===== src/rtl/ycc_pkg.sv =====
package ycc_pkg;
  localparam int CFG_SEL_W = 3;

  typedef enum logic [CFG_SEL_W-1:0] {
    SEL_K0       = 3'd0,
    SEL_K1       = 3'd1,
    SEL_K2       = 3'd2,
    SEL_K3       = 3'd3,
    SEL_K4       = 3'd4,
    SEL_LUMA_OFS = 3'd5,
    SEL_CHR_OFS  = 3'd6,
    SEL_NONE     = 3'd7
  } cfg_sel_e;

  localparam int DEF_LUMA_OFS = 0;
  localparam int DEF_CHR_OFS  = 128;

  // reset coefficient set, units of 1/1024
  function automatic int def_coef(input int idx);
    case (idx)
      0:       return 'h4A8;
      1:       return 'h662;
      2:       return 'h191;
      3:       return 'h341;
      default: return 'h811;
    endcase
  endfunction
endpackage


===== src/rtl/ycc_cfg_regs.sv =====
module ycc_cfg_regs
  import ycc_pkg::*;
#(
  parameter int PIX_W  = 8,
  parameter int COEF_W = 12,
  parameter int NCOEF  = 5
) (
  input  logic                          clk_i,
  input  logic                          rst_ni,
  input  logic                          wr_en_i,
  input  logic [CFG_SEL_W-1:0]          sel_i,
  input  logic [COEF_W-1:0]             data_i,
  output logic [NCOEF-1:0][COEF_W-1:0]  coef_o,
  output logic [PIX_W-1:0]              luma_ofs_o,
  output logic [PIX_W-1:0]              chr_ofs_o
);
  for (genvar k = 0; k < NCOEF; k++) begin : g_coef
    always_ff @(posedge clk_i or negedge rst_ni) begin
      if (!rst_ni)
        coef_o[k] <= COEF_W'(def_coef(k));
      else if (wr_en_i && sel_i == CFG_SEL_W'(k))
        coef_o[k] <= data_i;
    end
  end

  always_ff @(posedge clk_i or negedge rst_ni) begin
    if (!rst_ni) begin
      luma_ofs_o <= PIX_W'(DEF_LUMA_OFS);
      chr_ofs_o  <= PIX_W'(DEF_CHR_OFS);
    end else if (wr_en_i) begin
      if (sel_i == SEL_LUMA_OFS) luma_ofs_o <= data_i[PIX_W-1:0];
      if (sel_i == SEL_CHR_OFS)  chr_ofs_o  <= data_i[PIX_W-1:0];
    end
  end
endmodule


===== src/rtl/ycc_pipe_ctrl.sv =====
module ycc_pipe_ctrl #(
  parameter int NSTAGE = 3
) (
  input  logic              clk_i,
  input  logic              rst_ni,
  input  logic              in_valid_i,
  input  logic              out_ready_i,
  output logic              in_ready_o,
  output logic [NSTAGE-1:0] load_o,
  output logic [NSTAGE-1:0] vld_o
);
  logic [NSTAGE-1:0] vld_q, rdy, feed;

  for (genvar k = 0; k < NSTAGE; k++) begin : g_stage
    if (k == 0) begin : g_head
      assign feed[k] = in_valid_i;
    end else begin : g_body
      assign feed[k] = vld_q[k-1];
    end
    if (k == NSTAGE - 1) begin : g_tail
      assign rdy[k] = ~vld_q[k] | out_ready_i;
    end else begin : g_mid
      assign rdy[k] = ~vld_q[k] | rdy[k+1];
    end
    assign load_o[k] = rdy[k] & feed[k];

    always_ff @(posedge clk_i or negedge rst_ni) begin
      if (!rst_ni)     vld_q[k] <= 1'b0;
      else if (rdy[k]) vld_q[k] <= feed[k];
    end
  end

  assign in_ready_o = rdy[0];
  assign vld_o      = vld_q;
endmodule


===== src/rtl/ycc_to_rgb.sv =====
module ycc_to_rgb
  import ycc_pkg::*;
#(
  parameter int PIX_W  = 8,
  parameter int COEF_W = 12,
  parameter int FRAC_W = 10
) (
  input  logic                 clk_i,
  input  logic                 rst_ni,
  input  logic                 in_valid_i,
  output logic                 in_ready_o,
  input  logic [PIX_W-1:0]     y_i,
  input  logic [PIX_W-1:0]     cb_i,
  input  logic [PIX_W-1:0]     cr_i,
  output logic                 out_valid_o,
  input  logic                 out_ready_i,
  output logic [PIX_W-1:0]     r_o,
  output logic [PIX_W-1:0]     g_o,
  output logic [PIX_W-1:0]     b_o,
  input  logic                 cfg_we_i,
  input  logic [CFG_SEL_W-1:0] cfg_sel_i,
  input  logic [COEF_W-1:0]    cfg_data_i
);
  localparam int NSTAGE = 3;
  localparam int NCOEF  = 5;
  localparam int DIFF_W = PIX_W + 1;
  localparam int PROD_W = DIFF_W + COEF_W + 1;
  localparam int SUM_W  = PROD_W + 2;
  localparam int CFG_W  = NCOEF * COEF_W + 2 * PIX_W;
  localparam logic signed [SUM_W-1:0] MAXV = SUM_W'((1 << PIX_W) - 1);

  logic [NCOEF-1:0][COEF_W-1:0] coef;
  logic [PIX_W-1:0]             luma_ofs, chr_ofs;
  logic [NSTAGE-1:0]            load, stage_vld;
  logic                         ctrl_ready, cfg_acc;
  logic [CFG_W-1:0]             cfg_state;

  // config only lands when nothing is in flight
  assign cfg_acc   = cfg_we_i & ~|stage_vld;
  assign cfg_state = {coef, luma_ofs, chr_ofs};

  ycc_cfg_regs #(.PIX_W(PIX_W), .COEF_W(COEF_W), .NCOEF(NCOEF)) u_cfg (
    .clk_i      (clk_i),
    .rst_ni     (rst_ni),
    .wr_en_i    (cfg_acc),
    .sel_i      (cfg_sel_i),
    .data_i     (cfg_data_i),
    .coef_o     (coef),
    .luma_ofs_o (luma_ofs),
    .chr_ofs_o  (chr_ofs)
  );

  ycc_pipe_ctrl #(.NSTAGE(NSTAGE)) u_ctrl (
    .clk_i       (clk_i),
    .rst_ni      (rst_ni),
    .in_valid_i  (in_valid_i & ~cfg_we_i),
    .out_ready_i (out_ready_i),
    .in_ready_o  (ctrl_ready),
    .load_o      (load),
    .vld_o       (stage_vld)
  );

  assign in_ready_o  = ctrl_ready & ~cfg_we_i;
  assign out_valid_o = stage_vld[NSTAGE-1];

  // stage 1: offset removal
  logic signed [DIFF_W-1:0] yd_q, cbd_q, crd_q;
  always_ff @(posedge clk_i or negedge rst_ni) begin
    if (!rst_ni) begin
      yd_q <= '0; cbd_q <= '0; crd_q <= '0;
    end else if (load[0]) begin
      yd_q  <= $signed({1'b0, y_i})  - $signed({1'b0, luma_ofs});
      cbd_q <= $signed({1'b0, cb_i}) - $signed({1'b0, chr_ofs});
      crd_q <= $signed({1'b0, cr_i}) - $signed({1'b0, chr_ofs});
    end
  end

  // stage 2: products
  logic signed [PROD_W-1:0] p_y_q, p_rv_q, p_gu_q, p_gv_q, p_bu_q;
  always_ff @(posedge clk_i or negedge rst_ni) begin
    if (!rst_ni) begin
      p_y_q <= '0; p_rv_q <= '0; p_gu_q <= '0; p_gv_q <= '0; p_bu_q <= '0;
    end else if (load[1]) begin
      p_y_q  <= yd_q  * $signed({1'b0, coef[0]});
      p_rv_q <= crd_q * $signed({1'b0, coef[1]});
      p_gu_q <= cbd_q * $signed({1'b0, coef[2]});
      p_gv_q <= crd_q * $signed({1'b0, coef[3]});
      p_bu_q <= cbd_q * $signed({1'b0, coef[4]});
    end
  end

  // stage 3: sum, scale, clip
  function automatic logic [PIX_W-1:0] clip(input logic signed [SUM_W-1:0] s);
    logic signed [SUM_W-1:0] q;
    q = s >>> FRAC_W;
    if (q < 0)         return '0;
    else if (q > MAXV) return '1;
    else               return q[PIX_W-1:0];
  endfunction

  logic signed [SUM_W-1:0] r_sum, g_sum, b_sum;
  assign r_sum = SUM_W'(p_y_q) + SUM_W'(p_rv_q);
  assign g_sum = SUM_W'(p_y_q) - SUM_W'(p_gu_q) - SUM_W'(p_gv_q);
  assign b_sum = SUM_W'(p_y_q) + SUM_W'(p_bu_q);

  always_ff @(posedge clk_i or negedge rst_ni) begin
    if (!rst_ni) begin
      r_o <= '0; g_o <= '0; b_o <= '0;
    end else if (load[2]) begin
      r_o <= clip(r_sum);
      g_o <= clip(g_sum);
      b_o <= clip(b_sum);
    end
  end
endmodule



===== config.mk =====
export PLATFORM = sky130hd
export DESIGN_NAME = ycc_to_rgb
export DESIGN_NICKNAME = d
export VERILOG_FILES = /design/src/rtl/ycc_pkg.sv /design/src/rtl/ycc_cfg_regs.sv /design/src/rtl/ycc_pipe_ctrl.sv /design/src/rtl/ycc_to_rgb.sv
export SDC_FILE = /design/constraint.sdc
export NUM_CORES = 2
export LEC_CHECK = 0
export BUFFER_PORTS_ARGS = -buffer_cell sky130_fd_sc_hd__clkbuf_2
export CELL_PAD_IN_SITES_DETAIL_PLACEMENT = 1
export CELL_PAD_IN_SITES_GLOBAL_PLACEMENT = 1
export CORE_MARGIN = 10
export CORE_UTILIZATION = 40
export DETAILED_ROUTE_END_ITERATION = 6
export GPL_TIMING_DRIVEN = 0
export PLACE_DENSITY_LB_ADDON = 0.12
export SLEW_MARGIN = 20
export SYNTH_ARGS = -nofsm -noshare
export SYNTH_HDL_FRONTEND = slang
export SYNTH_HIERARCHICAL = 1
export SYNTH_SLANG_ARGS = --single-unit

===== constraint.sdc =====
create_clock -name clk_i -period 18.1 [get_ports clk_i]
set_clock_uncertainty 0.15 [all_clocks]
set_input_delay 2.715 -clock clk_i [delete_from_list [all_inputs] [get_ports clk_i]]
set_output_delay 2.715 -clock clk_i [all_outputs]
set_load 0.01 [all_outputs]

==> results by group <==
Outcome
  • Status: completed

Floorplanning
  • Core Area: between 70000 and 80000 um2
  • Die X-Extent: between 200 and 300 um
  • Die area: around 86000 um2
  • IO Count: 70
  • Starting density of the core: 40.4%
  • Site Rows: 100
  • Die height: 294 um

STA
  • Fin. max-slew vios: 0
  • Final cycle utilization of the critical path: 39.6%
  • Minimum clock period: 7.16 ns
  • Highest clock rate: about 140 MHz
  • RSZ-0062 raised after global routing: no
  • Worst slew margin: 33.7%
  • Hold Vio Cnt, Final: 0
  • Final TNS setup: 0 ns
  • Slew of the pin with the lowest slew margin: approximately 0.99 ns
  • Hold WS: 0.351 ns
  • Final setup vio count: 0

CTS
  • CTS Buf Count: 31
  • Clock insertion delay at the later pin of the skew report: 0.61 ns
  • Post-CTS setup repair buffer count: 0
  • Cts hold-fix bufs: 0
  • CTS tree: built
  • CTS resizes: 0
  • Clock Tree Root: clkbuf_16
  • CTS clock-pin slew for the worst setup and hold paths: roughly 0.06 ns
  • Clock sink total: 240
  • Max Buffers Root-to-Sink: 3
  • Htree depth: 1

Global routing
  • Global routing met2 resource utilization: about a third
  • Largest net degree at the start of global routing: 88
  • Met3 usage: 2.60%
  • Initial antenna violation count: 5
  • Global-route met1 utilization: between 20 and 30%
  • First-pass GRT wire length: 142000 um
  • Grt peak-use layer: met2
  • GRT overflow: 0
  • Total GRT Usage: 21.0%
  • Vias in the first global route: 24100

Route
  • Final wirelength: 89900 um
  • Residual DRC count: 0
  • ANT nets after route: 0
  • Vias/cell: 5.25
  • Vias: 21300
  • Routed wire per std cell: about 22 um
  • Initial DRC count: 931
  • TritonRoute pass-1 iters: 6

Critical path
  • Worst endpoint required time: around 18 ns
  • CP Data Arrival Time: 7.49 ns
  • Crit Path Category: register to register
  • Type of origin of the critical path: register
  • Crit-path max FO: 11
  • Critical path capture point type: register

Logic synthesis
  • Ys Warns: 6
  • Simple-gate share of the synthesized area: 14.3%
  • Sequential fraction of the synthesis area: 20.1%
  • Synth cell types: 77
  • Asr flop ratio synth: 100%
  • Synth Area in XOR/XNOR: 3.41%
  • Avg Cell Area, Syn: 10.1 um2
  • Main combinational cell family by area after synthesis: adder cells
  • Adder-Cell Fraction of Synth Area: 41.7%
  • Post-Syn Nets: 3778
  • Synthesized flop and latch total: 240
  • Ys flop type: dfrtp_1
  • Number of synthesized flops with an enable pin: 0
  • Synth Instances: 2961
  • Synth Area in Compound Gates: 7.47%
  • Mux cell area share after synthesis: 6.50%
  • Syn Std Cell Area: 30100 um2

Hold path
  • Worst Hold Class: register to register

Placed design
  • Port Buf Inserts: 69
  • HPWL after DPL: 74700 um
  • Routability cong.: 0.862

Final layout
  • Utilization after layout: between 40 and 50%
  • N_diodes: 0
  • Nets: between 3000 and 4000
  • Layout area overhead: 8.98%
  • Share of layout cells above drive strength 1: 11.3%

Job
  • Max capacitance violation total: 0
-- final cells by class --
type / count / area [um2]
Buffer: 93 / 384
Clock buffer: 41 / 873
Clock inverter: 17 / 198
Fill cell: 8334 / 41700
Inverter: 429 / 1610
Multi-Input combinational cell: 2199 / 22000
Sequential cell: 240 / 6030
Tap cell: 969 / 1210
Timing Repair Buffer: 71 / 409
-- per-layer routing --
metal,share of wire [%],vias up
met3,3.7,78
li1,-,9842
met1,48,11100
met4,1.9,0
met2,46,315
met5,0,-
-- sequential cells by signal, indices dropped and copies added (netlist names), 9 cells and up --
register	flops
p_rv_q	22
crd_q	9
p_gv_q	22
yd_q	9
cbd_q	9
p_bu_q	22
p_y_q	22
p_gu_q	22
u_cfg/coef_o	60
-- cells by family (layout without fill, tap and decap cells) --
kind of cell / after synthesis / after routing
xor+xnor: 117 / 117
flops: 240 / 240
simple gates: 817 / 817
mux: 167 / 167
fa+ha+maj: 773 / 773
compound gates: 325 / 325
buf+inv: 522 / 651
-- cell usage in the layout, fill, tap and decap left out, types with 5 or more instances in the layout --
master and instances:
xnor2_1 75, or2_2 6, nor2b_1 60, nand3_1 43, nor3_1 29, o21ai_0 70
clkbuf_2 68, dfstp_2 21, fa_1 379, mux2_4 23, a21oi_1 89, o21ba_2 5
o211ai_1 5, nand4_1 5, o31ai_1 6, o221a_2 8, ha_1 394, o21a_1 16
o2111ai_1 6, dfrtp_1 219, nand2_1 276, a221o_1 8, and3_1 8, inv_1 428
nor2_1 59, clkbuf_16 31, mux2i_1 11, mux2_2 133, xor2_1 42, and2_1 260
a211oi_1 5, or3_1 17, clkbuf_8 7, o21bai_1 8, clkbuf_1 87, a21o_1 51
nand2b_1 31, a31oi_1 5
-- worst max-delay path, cell delays in order, from the launching register on --
cell,delay (ns)
dfrtp_1,0.95
clkbuf_1,0.64
nand2b_1,0.17
fa_1,0.50
fa_1,0.51
inv_1,0.05
fa_1,0.47
fa_1,0.52
fa_1,0.42
ha_1,0.37
a21o_1,0.23
a2111oi_0,0.66
or3_1,0.25
a31oi_1,0.17
nand4_1,0.14
nand4b_1,0.10
a21oi_1,0.21
xnor2_1,0.19
mux2_2,0.31
-- stage by stage --
stage / instances / area [um2] / setup slack [ns]
after floorplan: 2961 / 30100 / 12.16
after global placement: 3999 / 31600 / 9.12
after detailed placement: 4001 / 31700 / 10.91
after CTS: 4059 / 32800 / 10.87
after global routing: 4059 / 32800 / 10.62
final: 4059 / 32800 / 10.94
-- synthesized netlist by cell type (all sizes together), types with 8 or more instances --
cell type  number  share of area (%)
clkbuf         83                1.0
a2111oi         8               0.34
nor2b          60                1.2
nor3           29               0.48
a221o           8               0.27
buf            10               0.24
nand2         276                3.4
o221a           8               0.30
fa            379                 25
nand3          43               0.72
dfrtp         219                 18
inv           428                5.3
xor2           42                1.2
o21a           16               0.40
and2          261                5.4
mux2          156                6.1
and3            8               0.17
mux2i          11               0.37
a21o           52                1.3
nor2           59               0.74
dfstp          21                1.8
nand2b         31               0.65
o21ai          72                1.2
a21oi          91                1.5
ha            394                 16
xnor2          75                2.2
or3            17               0.35
o21bai          8               0.20
-- final timing paths --
check | start | endpoint | slack (ns) | cells past startpoint
max | cbd_q[8]$_DFFE_PN0P_ | p_bu_q[21]$_DFFE_PN0P_ | 10.94 | 18
min | u_cfg/luma_ofs_o[4]$_DFFE_PN0P_ | u_cfg/luma_ofs_o[4]$_DFFE_PN0P_ | 0.35 | 1
max reg2reg | cbd_q[8]$_DFFE_PN0P_ | p_bu_q[21]$_DFFE_PN0P_ | 10.94 | 18
min reg2reg | u_cfg/luma_ofs_o[4]$_DFFE_PN0P_ | u_cfg/luma_ofs_o[4]$_DFFE_PN0P_ | 0.35 | 1
max in group asynchronous | rst_ni | u_cfg/coef_o[10]$_DFFE_PN1P_ | 14.87 | 2
min in group asynchronous | rst_ni | r_o[6]$_DFFE_PN0P_ | 1.99 | 1
Power is left out: the tool's default activity adds up to more than one toggle a clock period on the data nets, which glitch-free logic cannot reach.
